===== src/rtl/flash_ctrl_pkg.sv =====
package flash_ctrl_pkg;

  typedef enum logic [1:0] {
    OP_PROG = 2'd0,
    OP_SECT = 2'd1,
    OP_CHIP = 2'd2,
    OP_RST  = 2'd3
  } op_e;

  localparam logic [15:0] UNLK_ADDR_A = 16'h5555;
  localparam logic [15:0] UNLK_ADDR_B = 16'h2AAA;
  localparam logic [7:0]  UNLK_DAT_A  = 8'hAA;
  localparam logic [7:0]  UNLK_DAT_B  = 8'h55;
  localparam logic [7:0]  CMD_PROG    = 8'hA0;
  localparam logic [7:0]  CMD_ERASE   = 8'h80;
  localparam logic [7:0]  CMD_SECT    = 8'h30;
  localparam logic [7:0]  CMD_CHIP    = 8'h10;
  localparam logic [7:0]  CMD_RESET   = 8'hF0;

  function automatic int ns2cyc(input int ns, input int mhz);
    int c;
    c = (ns * mhz + 999) / 1000;
    return (c < 1) ? 1 : c;
  endfunction

endpackage


===== src/rtl/flash_cmd_seq.sv =====
module flash_cmd_seq
  import flash_ctrl_pkg::*;
#(
  parameter int AW = 21
) (
  input  op_e             op_i,
  input  logic [2:0]      idx_i,
  input  logic [AW-1:0]   tgt_addr_i,
  input  logic [7:0]      tgt_data_i,
  output logic [AW-1:0]   wr_addr_o,
  output logic [7:0]      wr_data_o,
  output logic            last_o
);
  localparam logic [AW-1:0] ADDR_A = AW'(UNLK_ADDR_A);
  localparam logic [AW-1:0] ADDR_B = AW'(UNLK_ADDR_B);

  always_comb begin
    wr_addr_o = ADDR_A;
    wr_data_o = UNLK_DAT_A;
    last_o    = 1'b0;
    unique case (op_i)
      OP_PROG: begin
        unique case (idx_i)
          3'd0: ;
          3'd1: begin wr_addr_o = ADDR_B; wr_data_o = UNLK_DAT_B; end
          3'd2: wr_data_o = CMD_PROG;
          default: begin
            wr_addr_o = tgt_addr_i;
            wr_data_o = tgt_data_i;
            last_o    = 1'b1;
          end
        endcase
      end
      OP_SECT, OP_CHIP: begin
        unique case (idx_i)
          3'd0, 3'd3: ;
          3'd1, 3'd4: begin wr_addr_o = ADDR_B; wr_data_o = UNLK_DAT_B; end
          3'd2: wr_data_o = CMD_ERASE;
          default: begin
            last_o = 1'b1;
            if (op_i == OP_CHIP) begin
              wr_data_o = CMD_CHIP;
            end else begin
              wr_addr_o = tgt_addr_i;
              wr_data_o = CMD_SECT;
            end
          end
        endcase
      end
      default: begin
        wr_data_o = CMD_RESET;
        last_o    = 1'b1;
      end
    endcase
  end

endmodule


===== src/rtl/flash_bus_cycle.sv =====
module flash_bus_cycle #(
  parameter int AW          = 21,
  parameter int WE_LOW_CYC  = 12,
  parameter int WE_HIGH_CYC = 5,
  parameter int OE_HOLD_CYC = 3,
  parameter int RD_CYC      = 23
) (
  input  logic          clk_i,
  input  logic          rst_ni,
  input  logic          start_i,
  input  logic          read_i,
  input  logic [AW-1:0] addr_i,
  input  logic [7:0]    data_i,
  output logic          done_o,
  output logic [7:0]    rd_data_o,
  output logic [AW-1:0] fl_addr_o,
  output logic [7:0]    fl_dq_o,
  output logic          fl_dq_oe_o,
  input  logic [7:0]    fl_dq_i,
  output logic          fl_ce_no,
  output logic          fl_we_no,
  output logic          fl_oe_no
);
  localparam int MAX_AB = (WE_LOW_CYC > WE_HIGH_CYC) ? WE_LOW_CYC : WE_HIGH_CYC;
  localparam int MAX_CD = (OE_HOLD_CYC > RD_CYC) ? OE_HOLD_CYC : RD_CYC;
  localparam int MAXC   = (MAX_AB > MAX_CD) ? MAX_AB : MAX_CD;
  localparam int CW     = $clog2(MAXC + 1);

  typedef enum logic [2:0] {B_IDLE, B_WSET, B_WLOW, B_WREC, B_RGAP, B_RACC} bst_e;

  bst_e          st_q;
  logic [CW-1:0] cnt_q;
  logic [AW-1:0] addr_q;
  logic [7:0]    dq_q;
  logic [7:0]    rd_q;
  logic          done_q;

  always_ff @(posedge clk_i or negedge rst_ni) begin
    if (!rst_ni) begin
      st_q   <= B_IDLE;
      cnt_q  <= '0;
      addr_q <= '0;
      dq_q   <= '0;
      rd_q   <= '0;
      done_q <= 1'b0;
    end else begin
      done_q <= 1'b0;
      unique case (st_q)
        B_IDLE: if (start_i) begin
          addr_q <= addr_i;
          dq_q   <= data_i;
          if (read_i) begin
            st_q  <= B_RGAP;
            cnt_q <= CW'(OE_HOLD_CYC - 1);
          end else begin
            st_q  <= B_WSET;
            cnt_q <= '0;
          end
        end
        B_WSET: begin
          st_q  <= B_WLOW;
          cnt_q <= CW'(WE_LOW_CYC - 1);
        end
        B_WLOW: if (cnt_q == '0) begin
          st_q  <= B_WREC;
          cnt_q <= CW'(WE_HIGH_CYC - 1);
        end else cnt_q <= cnt_q - 1'b1;
        B_WREC: if (cnt_q == '0) begin
          st_q   <= B_IDLE;
          done_q <= 1'b1;
        end else cnt_q <= cnt_q - 1'b1;
        B_RGAP: if (cnt_q == '0) begin
          st_q  <= B_RACC;
          cnt_q <= CW'(RD_CYC - 1);
        end else cnt_q <= cnt_q - 1'b1;
        B_RACC: if (cnt_q == '0) begin
          st_q   <= B_IDLE;
          done_q <= 1'b1;
          rd_q   <= fl_dq_i;
        end else cnt_q <= cnt_q - 1'b1;
        default: st_q <= B_IDLE;
      endcase
    end
  end

  assign done_o     = done_q;
  assign rd_data_o  = rd_q;
  assign fl_addr_o  = addr_q;
  assign fl_dq_o    = dq_q;
  assign fl_dq_oe_o = (st_q == B_WSET) || (st_q == B_WLOW) || (st_q == B_WREC);
  assign fl_ce_no   = (st_q == B_IDLE);
  assign fl_we_no   = (st_q != B_WLOW);
  assign fl_oe_no   = (st_q != B_RACC);

endmodule


===== src/rtl/flash_tmo.sv =====
module flash_tmo #(
  parameter int TW = 32
) (
  input  logic          clk_i,
  input  logic          rst_ni,
  input  logic          clr_i,
  input  logic          run_i,
  input  logic [TW-1:0] limit_i,
  output logic          expired_o
);
  logic [TW-1:0] cnt_q;

  always_ff @(posedge clk_i or negedge rst_ni) begin
    if (!rst_ni)                  cnt_q <= '0;
    else if (clr_i)               cnt_q <= '0;
    else if (run_i && !expired_o) cnt_q <= cnt_q + 1'b1;
  end

  assign expired_o = (cnt_q >= limit_i);

endmodule


===== src/rtl/flash_prog_ctrl.sv =====
module flash_prog_ctrl
  import flash_ctrl_pkg::*;
#(
  parameter int AW           = 21,
  parameter int CLK_MHZ      = 250,
  parameter int WE_LOW_NS    = 45,
  parameter int WE_HIGH_NS   = 20,
  parameter int OE_HOLD_NS   = 10,
  parameter int RD_ACC_NS    = 90,
  parameter int PROG_TMO_US  = 300,
  parameter int ERASE_TMO_MS = 15000
) (
  input  logic          clk_i,
  input  logic          rst_ni,
  input  logic          req_i,
  input  logic [1:0]    cmd_i,
  input  logic [AW-1:0] addr_i,
  input  logic [7:0]    data_i,
  output logic          busy_o,
  output logic          done_o,
  output logic          err_o,
  output logic [AW-1:0] fl_addr_o,
  output logic [7:0]    fl_dq_o,
  output logic          fl_dq_oe_o,
  input  logic [7:0]    fl_dq_i,
  output logic          fl_ce_no,
  output logic          fl_we_no,
  output logic          fl_oe_no
);
  localparam int WE_LOW_CYC  = ns2cyc(WE_LOW_NS, CLK_MHZ);
  localparam int WE_HIGH_CYC = ns2cyc(WE_HIGH_NS, CLK_MHZ);
  localparam int OE_HOLD_CYC = ns2cyc(OE_HOLD_NS, CLK_MHZ);
  localparam int RD_CYC      = ns2cyc(RD_ACC_NS, CLK_MHZ);
  localparam longint unsigned PROG_TMO_CYC  = longint'(PROG_TMO_US) * longint'(CLK_MHZ);
  localparam longint unsigned ERASE_TMO_CYC = longint'(ERASE_TMO_MS) * 1000 * longint'(CLK_MHZ);
  localparam longint unsigned MAX_TMO = (PROG_TMO_CYC > ERASE_TMO_CYC) ? PROG_TMO_CYC : ERASE_TMO_CYC;
  localparam int TW = $clog2(MAX_TMO + 1);

  typedef enum logic [1:0] {T_IDLE, T_WR, T_POLL} tst_e;

  tst_e          st_q;
  op_e           op_q;
  logic [AW-1:0] addr_q;
  logic [7:0]    data_q;
  logic [2:0]    idx_q;
  logic          read_q;
  logic          launch_q;
  logic          done_q;
  logic          err_q;

  logic [AW-1:0] seq_addr;
  logic [7:0]    seq_data;
  logic          seq_last;
  logic          bus_done;
  logic [7:0]    bus_rd;
  logic          tmo_exp;
  logic          exp_bit;
  logic [TW-1:0] tmo_limit;
  logic          unused_rd;

  flash_cmd_seq #(.AW(AW)) u_seq (
    .op_i       (op_q),
    .idx_i      (idx_q),
    .tgt_addr_i (addr_q),
    .tgt_data_i (data_q),
    .wr_addr_o  (seq_addr),
    .wr_data_o  (seq_data),
    .last_o     (seq_last)
  );

  flash_bus_cycle #(
    .AW          (AW),
    .WE_LOW_CYC  (WE_LOW_CYC),
    .WE_HIGH_CYC (WE_HIGH_CYC),
    .OE_HOLD_CYC (OE_HOLD_CYC),
    .RD_CYC      (RD_CYC)
  ) u_bus (
    .clk_i      (clk_i),
    .rst_ni     (rst_ni),
    .start_i    (launch_q),
    .read_i     (read_q),
    .addr_i     (read_q ? addr_q : seq_addr),
    .data_i     (seq_data),
    .done_o     (bus_done),
    .rd_data_o  (bus_rd),
    .fl_addr_o  (fl_addr_o),
    .fl_dq_o    (fl_dq_o),
    .fl_dq_oe_o (fl_dq_oe_o),
    .fl_dq_i    (fl_dq_i),
    .fl_ce_no   (fl_ce_no),
    .fl_we_no   (fl_we_no),
    .fl_oe_no   (fl_oe_no)
  );

  assign tmo_limit = (op_q == OP_PROG) ? TW'(PROG_TMO_CYC) : TW'(ERASE_TMO_CYC);

  flash_tmo #(.TW(TW)) u_tmo (
    .clk_i     (clk_i),
    .rst_ni    (rst_ni),
    .clr_i     (st_q == T_WR),
    .run_i     (st_q == T_POLL),
    .limit_i   (tmo_limit),
    .expired_o (tmo_exp)
  );

  // erase leaves the cell at all ones
  assign exp_bit   = (op_q == OP_PROG) ? data_q[7] : 1'b1;
  assign unused_rd = ^bus_rd[6:0];

  always_ff @(posedge clk_i or negedge rst_ni) begin
    if (!rst_ni) begin
      st_q     <= T_IDLE;
      op_q     <= OP_PROG;
      addr_q   <= '0;
      data_q   <= '0;
      idx_q    <= '0;
      read_q   <= 1'b0;
      launch_q <= 1'b0;
      done_q   <= 1'b0;
      err_q    <= 1'b0;
    end else begin
      launch_q <= 1'b0;
      done_q   <= 1'b0;
      err_q    <= 1'b0;
      unique case (st_q)
        T_IDLE: if (req_i && cmd_i != 2'b11) begin
          op_q     <= op_e'(cmd_i);
          addr_q   <= addr_i;
          data_q   <= data_i;
          idx_q    <= '0;
          read_q   <= 1'b0;
          launch_q <= 1'b1;
          st_q     <= T_WR;
        end
        T_WR: if (bus_done) begin
          if (!seq_last) begin
            idx_q    <= idx_q + 1'b1;
            launch_q <= 1'b1;
          end else if (op_q == OP_RST) begin
            st_q   <= T_IDLE;
            done_q <= 1'b1;
            err_q  <= 1'b1;
          end else begin
            st_q     <= T_POLL;
            read_q   <= 1'b1;
            launch_q <= 1'b1;
          end
        end
        T_POLL: if (bus_done) begin
          if (bus_rd[7] == exp_bit) begin
            st_q   <= T_IDLE;
            done_q <= 1'b1;
            read_q <= 1'b0;
          end else if (tmo_exp) begin
            op_q     <= OP_RST;
            idx_q    <= '0;
            read_q   <= 1'b0;
            launch_q <= 1'b1;
            st_q     <= T_WR;
          end else begin
            launch_q <= 1'b1;
          end
        end
        default: st_q <= T_IDLE;
      endcase
    end
  end

  assign busy_o = (st_q != T_IDLE);
  assign done_o = done_q;
  assign err_o  = err_q;

endmodule


===== config.mk =====
export PLATFORM = sky130hd
export DESIGN_NAME = flash_prog_ctrl
export DESIGN_NICKNAME = d
export VERILOG_FILES = /design/src/rtl/flash_ctrl_pkg.sv /design/src/rtl/flash_cmd_seq.sv /design/src/rtl/flash_bus_cycle.sv /design/src/rtl/flash_tmo.sv /design/src/rtl/flash_prog_ctrl.sv
export SDC_FILE = /design/constraint.sdc
export NUM_CORES = 1
export LEC_CHECK = 0
export BUFFER_PORTS_ARGS = -buffer_cell sky130_fd_sc_hd__buf_2
export CAP_MARGIN = 10
export CELL_PAD_IN_SITES_DETAIL_PLACEMENT = 0
export CELL_PAD_IN_SITES_GLOBAL_PLACEMENT = 1
export CORE_MARGIN = 5
export CORE_UTILIZATION = 45
export CTS_CLUSTER_DIAMETER = 150
export DETAILED_ROUTE_END_ITERATION = 7
export PLACE_DENSITY_LB_ADDON = 0.1
export REMOVE_ABC_BUFFERS = 1
export SYNTH_ARGS = -nofsm -noshare
export SYNTH_HDL_FRONTEND = slang
export SYNTH_SLANG_ARGS = --single-unit

===== constraint.sdc =====
create_clock -name clk_i -period 5 [get_ports clk_i]
set_input_delay 1 -clock clk_i [delete_from_list [all_inputs] [get_ports clk_i]]
set_output_delay 1 -clock clk_i [all_outputs]
set_load 0.01 [all_outputs]

## Word level (Yosys, flattened, before mapping)

Index checks and enable logic that the tools add are counted.

| operators by class | value |
|---|---|
| add/sub/neg operators | 3 |
| $mul | 0 |
| divide/modulo/power cells | 0 |
| order comparisons | 1 |
| eq/ne operators | 32 |
| shifts and indexed selects | 0 |
| mux-type cells | 72 |
| bitwise logic cells | 0 |
| reduce and logical (&&, ||, !) cells | 32 |

Operator list:

| cell | count |
|---|---|
| 21-bit one-hot mux with 2 select lines | 3 |
| 32-bit two-way mux | 3 |
| 8-bit one-hot mux with 3 select lines | 2 |
| 21-bit two-way mux | 2 |
| 3-bit two-way mux | 11 |
| 32-bit by 1-bit adder with 32-bit output (second input constant) | 1 |
| 32-bit >= comparator | 1 |
| 5-bit one-hot mux with 5 select lines | 1 |
| 1-bit two-way mux | 24 |
| 2-bit two-way mux | 12 |
| 5-bit two-way mux | 4 |
| 2-bit inequality test (second input constant) | 10 |
| 8-bit one-hot mux with 2 select lines | 1 |
| 3-bit one-hot mux with 5 select lines | 1 |
| 7-bit AND reduction | 2 |
| 3-bit by 2-bit equality test with 1-bit output (second input constant) | 4 |
| 5-bit AND reduction | 2 |
| 2-bit OR reduction | 5 |
| 3-bit equality test (second input constant) | 3 |
| 3-bit one-hot mux with 3 select lines | 1 |
| 2-bit by 1-bit inequality test with 1-bit output (second input constant) | 4 |
| 2-bit equality test (second input constant) | 3 |
| 3-bit by 1-bit equality test with 1-bit output (second input constant) | 2 |
| 3-bit zero test | 2 |
| other kinds (24) | 36 |

| storage, ports and cells | value |
|---|---|
| flip-flop bits (word level) | 118 |
| bits in latches | 0 |
| RAM bits | 0 |
| bits in read-only memories | 0 |
| input port bits | 42 |
| logic and storage cells | 156 |
| memories kept | 0 |

## Longest topological paths before layout

Gate-level depths: netlist (run 1).

| logic depth | value |
|---|---|
| depth in word-level cells | 7 |
| depth in mapped cells | 14 |

## Hierarchy

From an unflattened synthesis (run 1), not the netlist that was laid out.

| second synthesis, totals | value |
|---|---|
| cells, all modules | 748 |
| area, all modules | 7,447.1 µm² |

By module, submodules not included:

| module | instances | cells each | area an instance (µm²) | seq. area each (µm²) |
|---|---|---|---|---|
| flash_tmo | 1 | 323 | 2,670.1 | 800.8 |
| flash_prog_ctrl | 1 | 164 | 2,080.7 | 1,001.0 |
| flash_bus_cycle | 1 | 153 | 2,042.0 | 1,151.1 |
| flash_cmd_seq | 1 | 108 | 654.4 | 0.0 |

## Worst setup path before layout (run 1)

No wires, ideal clock.

| path | value |
|---|---|
| kind | reg-to-reg |
| start | register op_q[0] |
| end | register u_tmo.cnt_q[26] |
| library setup time | 0.128 ns |
| arrival | 2.695 ns |
| required time | 4.872 ns |
| path slack | 2.177 ns |
| cell stages (with the launch flop) | 14 |
| buffers on the path | 2 |
| cell sequence | dfrtp_1 > inv_1 > ha_1 > inv_2 > ha_1 > o21ai_0 > nand2_1 > a221o_1 > a21oi_4 > nand2_1 > buf_6 > buf_6 > nor4_2 > mux2_1 |

| between the ends | value |
|---|---|
| cells in the longest elaborated chain, start to end | 6 |

RTL lines:

| what | line | text |
|---|---|---|
| start: declaration | flash_prog_ctrl.sv:42 | `op_e op_q;` |
| start signal: assignment | flash_prog_ctrl.sv:127 | `op_q <= op_e'(cmd_i);` |
| 2-bit zero test | flash_prog_ctrl.sv:95 | `assign tmo_limit = (op_q == OP_PROG) ? TW'(PROG_TMO_CYC) : TW'(ERASE_TMO_CYC);` |
| 32-bit two-way mux | flash_prog_ctrl.sv:95 |  |
| 32-bit >= comparator | flash_tmo.sv:19 | `assign expired_o = (cnt_q >= limit_i);` |
| 1-bit zero test | flash_tmo.sv:16 | `else if (run_i && !expired_o) cnt_q <= cnt_q + 1'b1;` |
| 1-bit logical AND | flash_tmo.sv:16 |  |
| 2-bit nonzero test (no line) | n/a |  |
| end signal: assignment | flash_tmo.sv:16 |  |
| end: declaration | flash_tmo.sv:11 | `logic [TW-1:0] cnt_q;` |

Every way passes these cells.
A chain may end at the register's enable or synchronous reset.

## Worst setup path in the final report (run 1)

| path | value |
|---|---|
| start | register op_q[1] |
| end | register u_tmo.cnt_q[29] |

The elaborated chain is that of the path after synthesis.

==> flow_summary.ini, run 1 <==
[layout]
antennaDiodeCount = 0
nets = 760
syn2layout_area_growth_pct = 12.7
fillerInstances = 1311
multi_input_area_um2 = 3150
regArea_um2 = 2780
layout_common_cells = dfrtp_1 (111), buf_2 (69), nand2_1 (68)
drive_above_1_share = 0.209
fin_util = 0.520
layout_commonest_cell = dfrtp_1

[cts]
htree_levels = 3
clock_sinks = 111
clk_pin_slew_ns = 0.07
cts_tree = built
clockRootBuffer = clkbuf_16
hold_buffers = 0
clk_path_buf_depth = 2
ctsResizeCount = 0
cts_setup_buffers = 0
clk_latency_ns = 0.35
numCtsBuffers = 9

[grt]
grt_pass1_vias = 5001
grt_max_degree = 81
antenna_found_initial = 0
grt_pass1_wl_um = 24600
grt_usage = 0.183
grt-ovfl-total = 0

[place]
dp_hpwl_um = 9870
routabilityCongestion = 0.817
port_buffers = 70

[timing]
finalCritPeriodShare = 0.633
period_minus_slack_ns = 3.16
clock_skew_ns = 0.00671
worst_slew_pin_slew_ns = 1.04
rsz0062_at_grt = no
hold_viol_final = 0
max_freq_ghz = 0.316
maxSlewHeadroom = 0.305
setup_viol_count_final = 0
final_max_slew_viol_count = 0
setup-tns-final_ns = 0

[critical_path]
critPathLaunchType = flip-flop
critPathKind = reg2reg
arrival_ns = 3.40
critPathMaxFanout = 12
end_kind = flip-flop
required_ns = 5.24

[floorplan]
row_count = 42
coreArea_um2 = 13300
start_util = 0.461
fp.dieArea_um2 = 16100
die_w_um = 127
die_y_um = 127
ioPinCount = 78

[yosys]
yosysWarnings = 0
ys_seq_area_frac = 0.451
synth_seq_cells = 111
mappedNetlistArea_um2 = 6160
synth_area_leaders = dfrtp_1 (45%), mux2_2 (5.5%), ha_1 (4.3%), nand2_1 (4.2%), a21oi_1 (3.4%)
ys_types = 68
synth_area_per_cell_um2 = 9.59
ys.flop_type = dfrtp_1
synth_area_leader_cell = dfrtp_1
synth_top_cell_area_share = 0.451
async_flop_share = 1.00
synth-edff-count = 0
syn_inst = 642

[detailed_routing]
drt-total-wl_um = 14200
drt_iter0_markers = 222
drc_errors = 0
vias = 4936
ant_nets = 0
wl_per_cell_um = 16.2
first_pass_iters = 4
viasPerCell = 5.62

[power_and_ir_drop]
pwr_density_cell_nw_per_um2 = 532
p_leak_nw = 3.14
peakVddDrop_v = 0.000322

[run]
cap_violations = 0

[hold_path]
hold_path_class = reg2reg

[run_status]
status = finished, final reports clean
[logic make-up (layout without fill, tap and decap cells)]
logic type      Yosys count  count (layout)  share of synthesized area
buf+inv                  54             114                     0.0378
flops                   111             111                      0.451
simple gates            244             244                      0.205
xor+xnor                 12              12                     0.0171
fa+ha+maj                22              22                     0.0443
mux                      42              42                     0.0756
compound gates          157             157                      0.170
[worst max-delay path, stage by stage, from the launching register on]
cell and delay, ns:
dfrtp_1 0.41, inv_1 0.10, ha_1 0.21, inv_2 0.20, ha_1 0.29, a21o_1 0.18
a21oi_1 0.17, a2111oi_2 0.12, o211ai_4 0.31, nand3_1 0.29, nor4_1 0.42, mux2_1 0.35
[report_power, final]
part	switching [mW]	total (mW)	leakage [nW]	internal [mW]
registers	0.219	1.40	1.42	1.18
logic	0.893	1.58	1.57	0.687
clock network	0.351	0.712	0.145	0.361
[worst paths after layout]
path                       depth (start not counted)  slack (ns)                    startpoint                              end
hold / removal                                     1        0.47  u_bus.fl_dq_o[2]$_DFFE_PN0P_     u_bus.fl_dq_o[2]$_DFFE_PN0P_
max in group asynchronous                          2        3.14                        rst_ni  u_bus.fl_addr_o[17]$_DFFE_PN0P_
hold reg to reg                                    1        0.47  u_bus.fl_dq_o[2]$_DFFE_PN0P_     u_bus.fl_dq_o[2]$_DFFE_PN0P_
setup / recovery                                  11        1.84           op_q[1]$_DFFE_PN0P_      u_tmo.cnt_q[29]$_DFFE_PN0P_
setup reg to reg                                  11        1.84           op_q[1]$_DFFE_PN0P_      u_tmo.cnt_q[29]$_DFFE_PN0P_
min in group asynchronous                          1        0.83                        rst_ni       u_bus.cnt_q[2]$_DFFE_PN0P_
[cell usage after synthesis (13+ instances only)]
| cell | count |
|---|---|
| dfrtp_1 | 111 |
| nand2_1 | 69 |
| nor2_1 | 50 |
| a21oi_1 | 42 |
| o21ai_0 | 38 |
| mux2_2 | 30 |
| clkbuf_1 | 28 |
| ha_1 | 21 |
| o31ai_1 | 20 |
| nand3_1 | 19 |
| inv_1 | 16 |
| or4_1 | 13 |
[per-layer routing]
| metal | vias to the layer above | GRT usage | share of wire |
|---|---|---|---|
| met5 | - | 0 | 0 |
| met3 | 15 | 0.0363 | 0.044 |
| met4 | 0 | 0.0473 | 0.011 |
| met2 | 89 | 0.300 | 0.47 |
| li1 | 2422 | - | - |
| met1 | 2410 | 0.251 | 0.48 |
[layout make-up]
class                      count  area share
multi-input combinational    477       0.454
sequential                   111       0.400
timing repair buffer          81      0.0628
clock buffer                  10      0.0344
tap                          176      0.0317
inverter                      17     0.00920
clock inverter                 6     0.00739
[registers in the layout, indices dropped and copies added (netlist names)]
register,cells
u_bus.fl_addr_o,21
read_q,1
addr_q,21
err_o,1
u_bus.fl_dq_o,8
op_q,2
idx_q,3
launch_q,1
u_tmo.cnt_q,32
u_bus.cnt_q,5
st_q,2
data_q,8
u_bus.st_q,3
u_bus.rd_data_o,1
done_o,1
u_bus.done_o,1
[through the flow]
| step | hold slack [ns] | worst slack [ns] | power (mW) | instances | instance area (um2) |
|---|---|---|---|---|---|
| 2_1_floorplan | 0.461 | 1.47 | 2.50 | 605 | 5990 |
| 5_1_grt | 0.496 | 1.59 | 4.01 | 878 | 6940 |
| 3_3_place_gp | 0.454 | 1.85 | 2.95 | 862 | 6650 |
| 6_report | 0.472 | 1.84 | 3.69 | 878 | 6940 |
| 4_1_cts | 0.479 | 1.80 | 3.74 | 878 | 6940 |
| 3_5_place_dp | 0.461 | 1.81 | 3.01 | 862 | 6650 |
No activity file was read; power rests on OpenSTA's default activity.
==> run 2: changes to the inputs <==
- CORE_UTILIZATION: 45 -> 41
- clock period: 5 -> 2.6 ns (I/O delays scaled with it)
==> run 2 against run 1 <==
Effect of this change:
- the run now ends with setup timing left
- global-route usage grew 0.050 points
- non-clock buffer count grew 57
- routed wire length grew 9.5%
- clock skew grew 0.0051 ns
- core utilization grew 1.2 points
- clock power grew 94%
- sequential share of layout area shrank 4.4 points
- critical path depth grew 2
- highest routed layer unchanged
==> flow_summary.ini, run 2 (same netlist as run 1, synthesis figures left out) <==
[run_status]
status = complete, but fails checks
violations = setup timing

[timing]
finalCritPeriodShare = 1.05
final_max_slew_viol_count = 0
rsz0062_at_grt = yes
maxSlewHeadroom = 0.535
period_minus_slack_ns = 2.72
max_freq_ghz = 0.368
hold_viol_final = 0
setup_viol_count_final = 21
timing.final.ws_setup_ns = -0.119
worst_slew_pin_slew_ns = 0.695
clock_skew_ns = 0.0119

[power_and_ir_drop]
pwr_density_cell_nw_per_um2 = 991
peakVddDrop_v = 0.000453
finalPower_mw = 7.72
p_leak_nw = 3.57

[place]
port_buffers = 70
routabilityCongestion = 0.862
dp_hpwl_um = 11000
placed_cells = 914

[detailed_routing]
drt-total-wl_um = 15600
met1Wirelength_um = 7440
drc_errors = 0
highest_layer = met4
viasPerCell = 5.44
routed-wl-met2_um = 7450
dr_wl_met3_um = 601
vias = 5127
ant_nets = 0
drt_iter0_markers = 200
wl_per_cell_um = 16.5
first_pass_iters = 4

[layout]
fillerInstances = 1362
largest_reg_flops = 32
layout_common_cells = dfrtp_1 (111), buf_2 (69), nand2_1 (67)
nets = 817
multi_input_area_um2 = 3440
registers.top_by_ff_count = u_tmo.cnt_q
finalNonFillerCells = 943
drive_above_1_share = 0.328
regArea_um2 = 2780
layout_commonest_cell = dfrtp_1
syn2layout_area_growth_pct = 26.5
antennaDiodeCount = 0

[critical_path]
critPathKind = reg2reg
required_ns = 2.84
critPathMaxFanout = 7
critPathLaunchType = flip-flop
arrival_ns = 2.95
end_kind = flip-flop

[floorplan]
fp.dieArea_um2 = 17600
row_count = 44
die_w_um = 133
start_util = 0.421
die_y_um = 133
ioPinCount = 78
coreArea_um2 = 14600

[cts]
clock_sinks = 111
clk_path_buf_depth = 2
clockRootBuffer = clkbuf_16
clk_pin_slew_ns = 0.08
htree_levels = 3
numCtsBuffers = 9
cts_tree = built
clk_latency_ns = 0.36

[grt]
grt_pass1_vias = 5317
grt_pass1_wl_um = 26800
grt_max_degree = 44
antenna_found_initial = 0
grt_usage = 0.184
grt-ovfl-total = 0

[hold_path]
hold_path_class = in2async

[run]
cap_violations = 0
-- run 2: area by class of cell --
class | instances | area share
sequential | 111 | 0.357
tap | 184 | 0.0296
inverter | 17 | 0.00884
timing repair buffer | 138 | 0.126
multi-input combinational | 477 | 0.442
clock inverter | 6 | 0.00739
clock buffer | 10 | 0.0294
-- run 2: worst paths after layout --
check / from / end / slack (ns) / cells after the start
setup / recovery: op_q[1]$_DFFE_PN0P_ / u_tmo.cnt_q[26]$_DFFE_PN0P_ / -0.12 / 13
hold / removal: rst_ni / u_tmo.cnt_q[20]$_DFFE_PN0P_ / 0.13 / 1
setup reg to reg: op_q[1]$_DFFE_PN0P_ / u_tmo.cnt_q[26]$_DFFE_PN0P_ / -0.12 / 13
hold reg to reg: u_bus.fl_addr_o[5]$_DFFE_PN0P_ / u_bus.fl_addr_o[5]$_DFFE_PN0P_ / 0.48 / 2
max in group asynchronous: rst_ni / u_bus.fl_dq_o[7]$_DFFE_PN0P_ / 1.87 / 2
min in group clk_i: addr_i[13] / addr_q[13]$_DFFE_PN0P_ / 0.39 / 2
-- run 2: where the power goes --
part	switching, mW	internal, mW	leakage (nW)	total, mW
logic	1.97	1.74	2.00	3.71
clock network	0.700	0.681	0.142	1.38
registers	0.367	2.26	1.42	2.63
total	3.03	4.68	3.57	7.72
-- run 2: worst max-delay path, stage by stage (launching register included) --
cell,delay [ns]
dfrtp_1,0.40
inv_2,0.08
ha_4,0.17
inv_6,0.06
ha_2,0.17
o21ai_1,0.13
nand2_1,0.08
a221o_1,0.40
a21oi_4,0.22
nand2_4,0.13
buf_12,0.16
buf_4,0.13
nor4_4,0.14
mux2_1,0.34
-- run 2: through the flow --
stage / util / area (um2) / setup TNS [ns] / hold slack, ns / worst slack, ns
floorplan: - / 5990 / -26.37 / 0.224 / -0.935
global placement: 0.481 / 7040 / -6.32 / 0.459 / -0.278
detailed placement: 0.481 / 7040 / -8.93 / 0.466 / -0.398
CTS: 0.520 / 7620 / -0.535 / 0.144 / -0.0628
global route: 0.532 / 7790 / -4.42 / 0.172 / -0.207
finish: 0.532 / 7790 / -1.28 / 0.135 / -0.119
-- run 2: metal layers --
layer  track usage  vias up
li1              -     2543
met1         0.250     2496
met2         0.302       84
met3        0.0380        4
met4        0.0450        0
met5             0        -
-- run 2: timing repair --
item | 4_1_cts | 5_1_grt
pin swaps | 29 | 20
setup endpoints to repair | 39 | 45
buffers inserted | 7 | 6
hold buffers | 0 | 0
gates cloned | 2 | 0
gates resized for setup | 39 | 32
==> run 3: changes to the inputs <==
- CORE_UTILIZATION: 41 -> 45
- PLACE_DENSITY: unset -> 0.9
- PLACE_DENSITY_LB_ADDON: 0.1 -> unset
- clock period: 2.6 -> 2.95 ns (I/O delays scaled with it)
==> run 3 against run 2 <==
Effect of this change:
- the flow now finishes without violations
- clock power fell by 14%
- critical path depth shrank 1
- final cell count shrank 5.7%
- cell area down 8.7%
- core utilization up 0.066 points
- combinational power fell by 24%
- global-route usage is 0.19 points higher
- worst setup slack better by 0.22 ns
- first-iteration DRC count is 86% higher
- clock-buffer cell count unchanged
- critical endpoint is now u_tmo.cnt_q[14]$_DFFE_PN0P_
- largest cell class unchanged
==> flow_summary.ini, run 3 (same netlist as run 1, synthesis figures left out) <==
[critical_path]
r2r_cells = 12
critPathLaunchType = flip-flop
required_ns = 3.23
rr_startpoint = op_q[0]$_DFFE_PN0P_
cp_slowest_stage_delay_ns = 0.51
arrival_ns = 3.13
crit_chain = inv_1, ha_4, inv_2, ha_1, a21o_1, a21oi_2, a2111oi_4, o211ai_4, nand2_2, buf_12, or4_1, a21oi_1
critPathKind = reg2reg
crit_slowest_cell = or4_1
critPathMaxFanout = 20
cpLargestDelayFamily = compound AO/OA/AOI/OAI gates
crit_buf_inv = 3
startpoint = op_q[0]$_DFFE_PN0P_
critical_path_cell_count = 12
end_kind = flip-flop

[layout]
layout_commonest_cell = dfrtp_1
largest_reg_flops = 32
nets = 771
fin_util = 0.533
registers.top_by_ff_count = u_tmo.cnt_q
layout_common_cells = dfrtp_1 (111), buf_2 (69), nand2_1 (68)
syn2layout_area_growth_pct = 15.4
antennaDiodeCount = 0
drive_above_1_share = 0.230

[power_and_ir_drop]
peakVddDrop_v = 0.000381
pwr_density_cell_nw_per_um2 = 897
p_leak_nw = 3.21
finalPower_mw = 6.38

[timing]
setup_viol_count_final = 0
max_freq_ghz = 0.351
period_minus_slack_ns = 2.85
hold_viol_final = 0
final_max_slew_viol_count = 0
finalCritPeriodShare = 0.967
worst_slew_pin_slew_ns = 0.706
maxSlewHeadroom = 0.530
clock_skew_ns = 0.00799

[place]
routabilityCongestion = 0.862
dp_hpwl_um = 10500
port_buffers = 70

[cts]
clk_pin_slew_ns = 0.08
clk_path_buf_depth = 2
clk_latency_ns = 0.36
htree_levels = 3
numCtsBuffers = 9
clockRootBuffer = clkbuf_16
clock_sinks = 111
cts_tree = built

[grt]
grt-ovfl-total = 0
grt_max_degree = 58
antenna_found_initial = 0
grt_pass1_wl_um = 24600
grt_usage = 0.186
grt_pass1_vias = 5059

[run]
cap_violations = 0

[floorplan]
ioPinCount = 78
fp.dieArea_um2 = 16100
coreArea_um2 = 13300
die_w_um = 127
row_count = 42
start_util = 0.461
die_y_um = 127

[run_status]
status = finished, final reports clean

[detailed_routing]
vias = 5075
drc_errors = 0
wl_per_cell_um = 16.5
drt_iter0_markers = 371
drt-total-wl_um = 14700
viasPerCell = 5.71
first_pass_iters = 4
ant_nets = 0

[hold_path]
hold_path_class = in2async
## run 3: path summary, 6_finish.rpt
kind / to / slack [ns]
max: u_tmo.cnt_q[14]$_DFFE_PN0P_ / 0.1
min: u_bus.st_q[1]$_DFFE_PN0P_ / 0.27
max reg2reg: u_tmo.cnt_q[14]$_DFFE_PN0P_ / 0.1
min reg2reg: u_bus.fl_addr_o[2]$_DFFE_PN0P_ / 0.48
max in group asynchronous: idx_q[1]$_DFFE_PN0P_ / 1.90
min in group clk_i: addr_q[7]$_DFFE_PN0P_ / 0.46
## run 3: timing repair
item	in CTS	in global routing
pin swaps	0	2
setup endpoints to repair	2	26
setup buffers	0	1
resized for setup	1	14
endpoints found under the hold margin	0	0
hold buffers	0	0
## run 3: worst reg2reg max path: stages (launching register included)
cell and delay [ns]:
dfrtp_1 0.41, inv_1 0.13, ha_4 0.17, inv_2 0.09, ha_1 0.32, a21o_1 0.20, a21oi_2 0.17, a2111oi_4 0.10
o211ai_4 0.24, nand2_2 0.12, buf_12 0.17, or4_1 0.52, a21oi_1 0.15
## run 3: final cells by class
type	count	area [um2]
inverter	17	63.8
multi-input combinational	477	3210
sequential	111	2780
clock buffer	10	229
tap	176	220
fill	1204	6240
clock inverter	6	51.3
timing repair buffer	92	559
## run 3: stage by stage
step | TNS (ns) | hold WS, ns | area, um2 | instances | worst slack [ns]
2_1_floorplan | -13.92 | 0.294 | 5990 | 605 | -0.585
3_3_place_gp | 0 | 0.458 | 6760 | 872 | 0.0533
3_5_place_dp | 0 | 0.469 | 6760 | 872 | 0.0174
4_1_cts | 0 | 0.302 | 7040 | 888 | 0.0336
5_1_grt | -0.204 | 0.324 | 7110 | 889 | -0.0475
6_report | 0 | 0.275 | 7110 | 889 | 0.0978
## run 3: layer usage
| metal | vias to the layer above | track usage | wire length [um] |
|---|---|---|---|
| li1 | 2447 | - | - |
| met1 | 2508 | 0.242 | 6440 |
| met2 | 102 | 0.314 | 7420 |
| met3 | 18 | 0.0346 | 596 |
| met4 | 0 | 0.0599 | 201 |
| met5 | - | 0 | 0 |
## run 3: report_power, final
part           leakage, nW  total [mW]  switching (mW)  internal (mW)
sequential            1.42        2.37           0.378           2.00
clock                0.139        1.18           0.590          0.588
combinational         1.65        2.83            1.57           1.25
total                 3.21        6.38            2.54           3.84
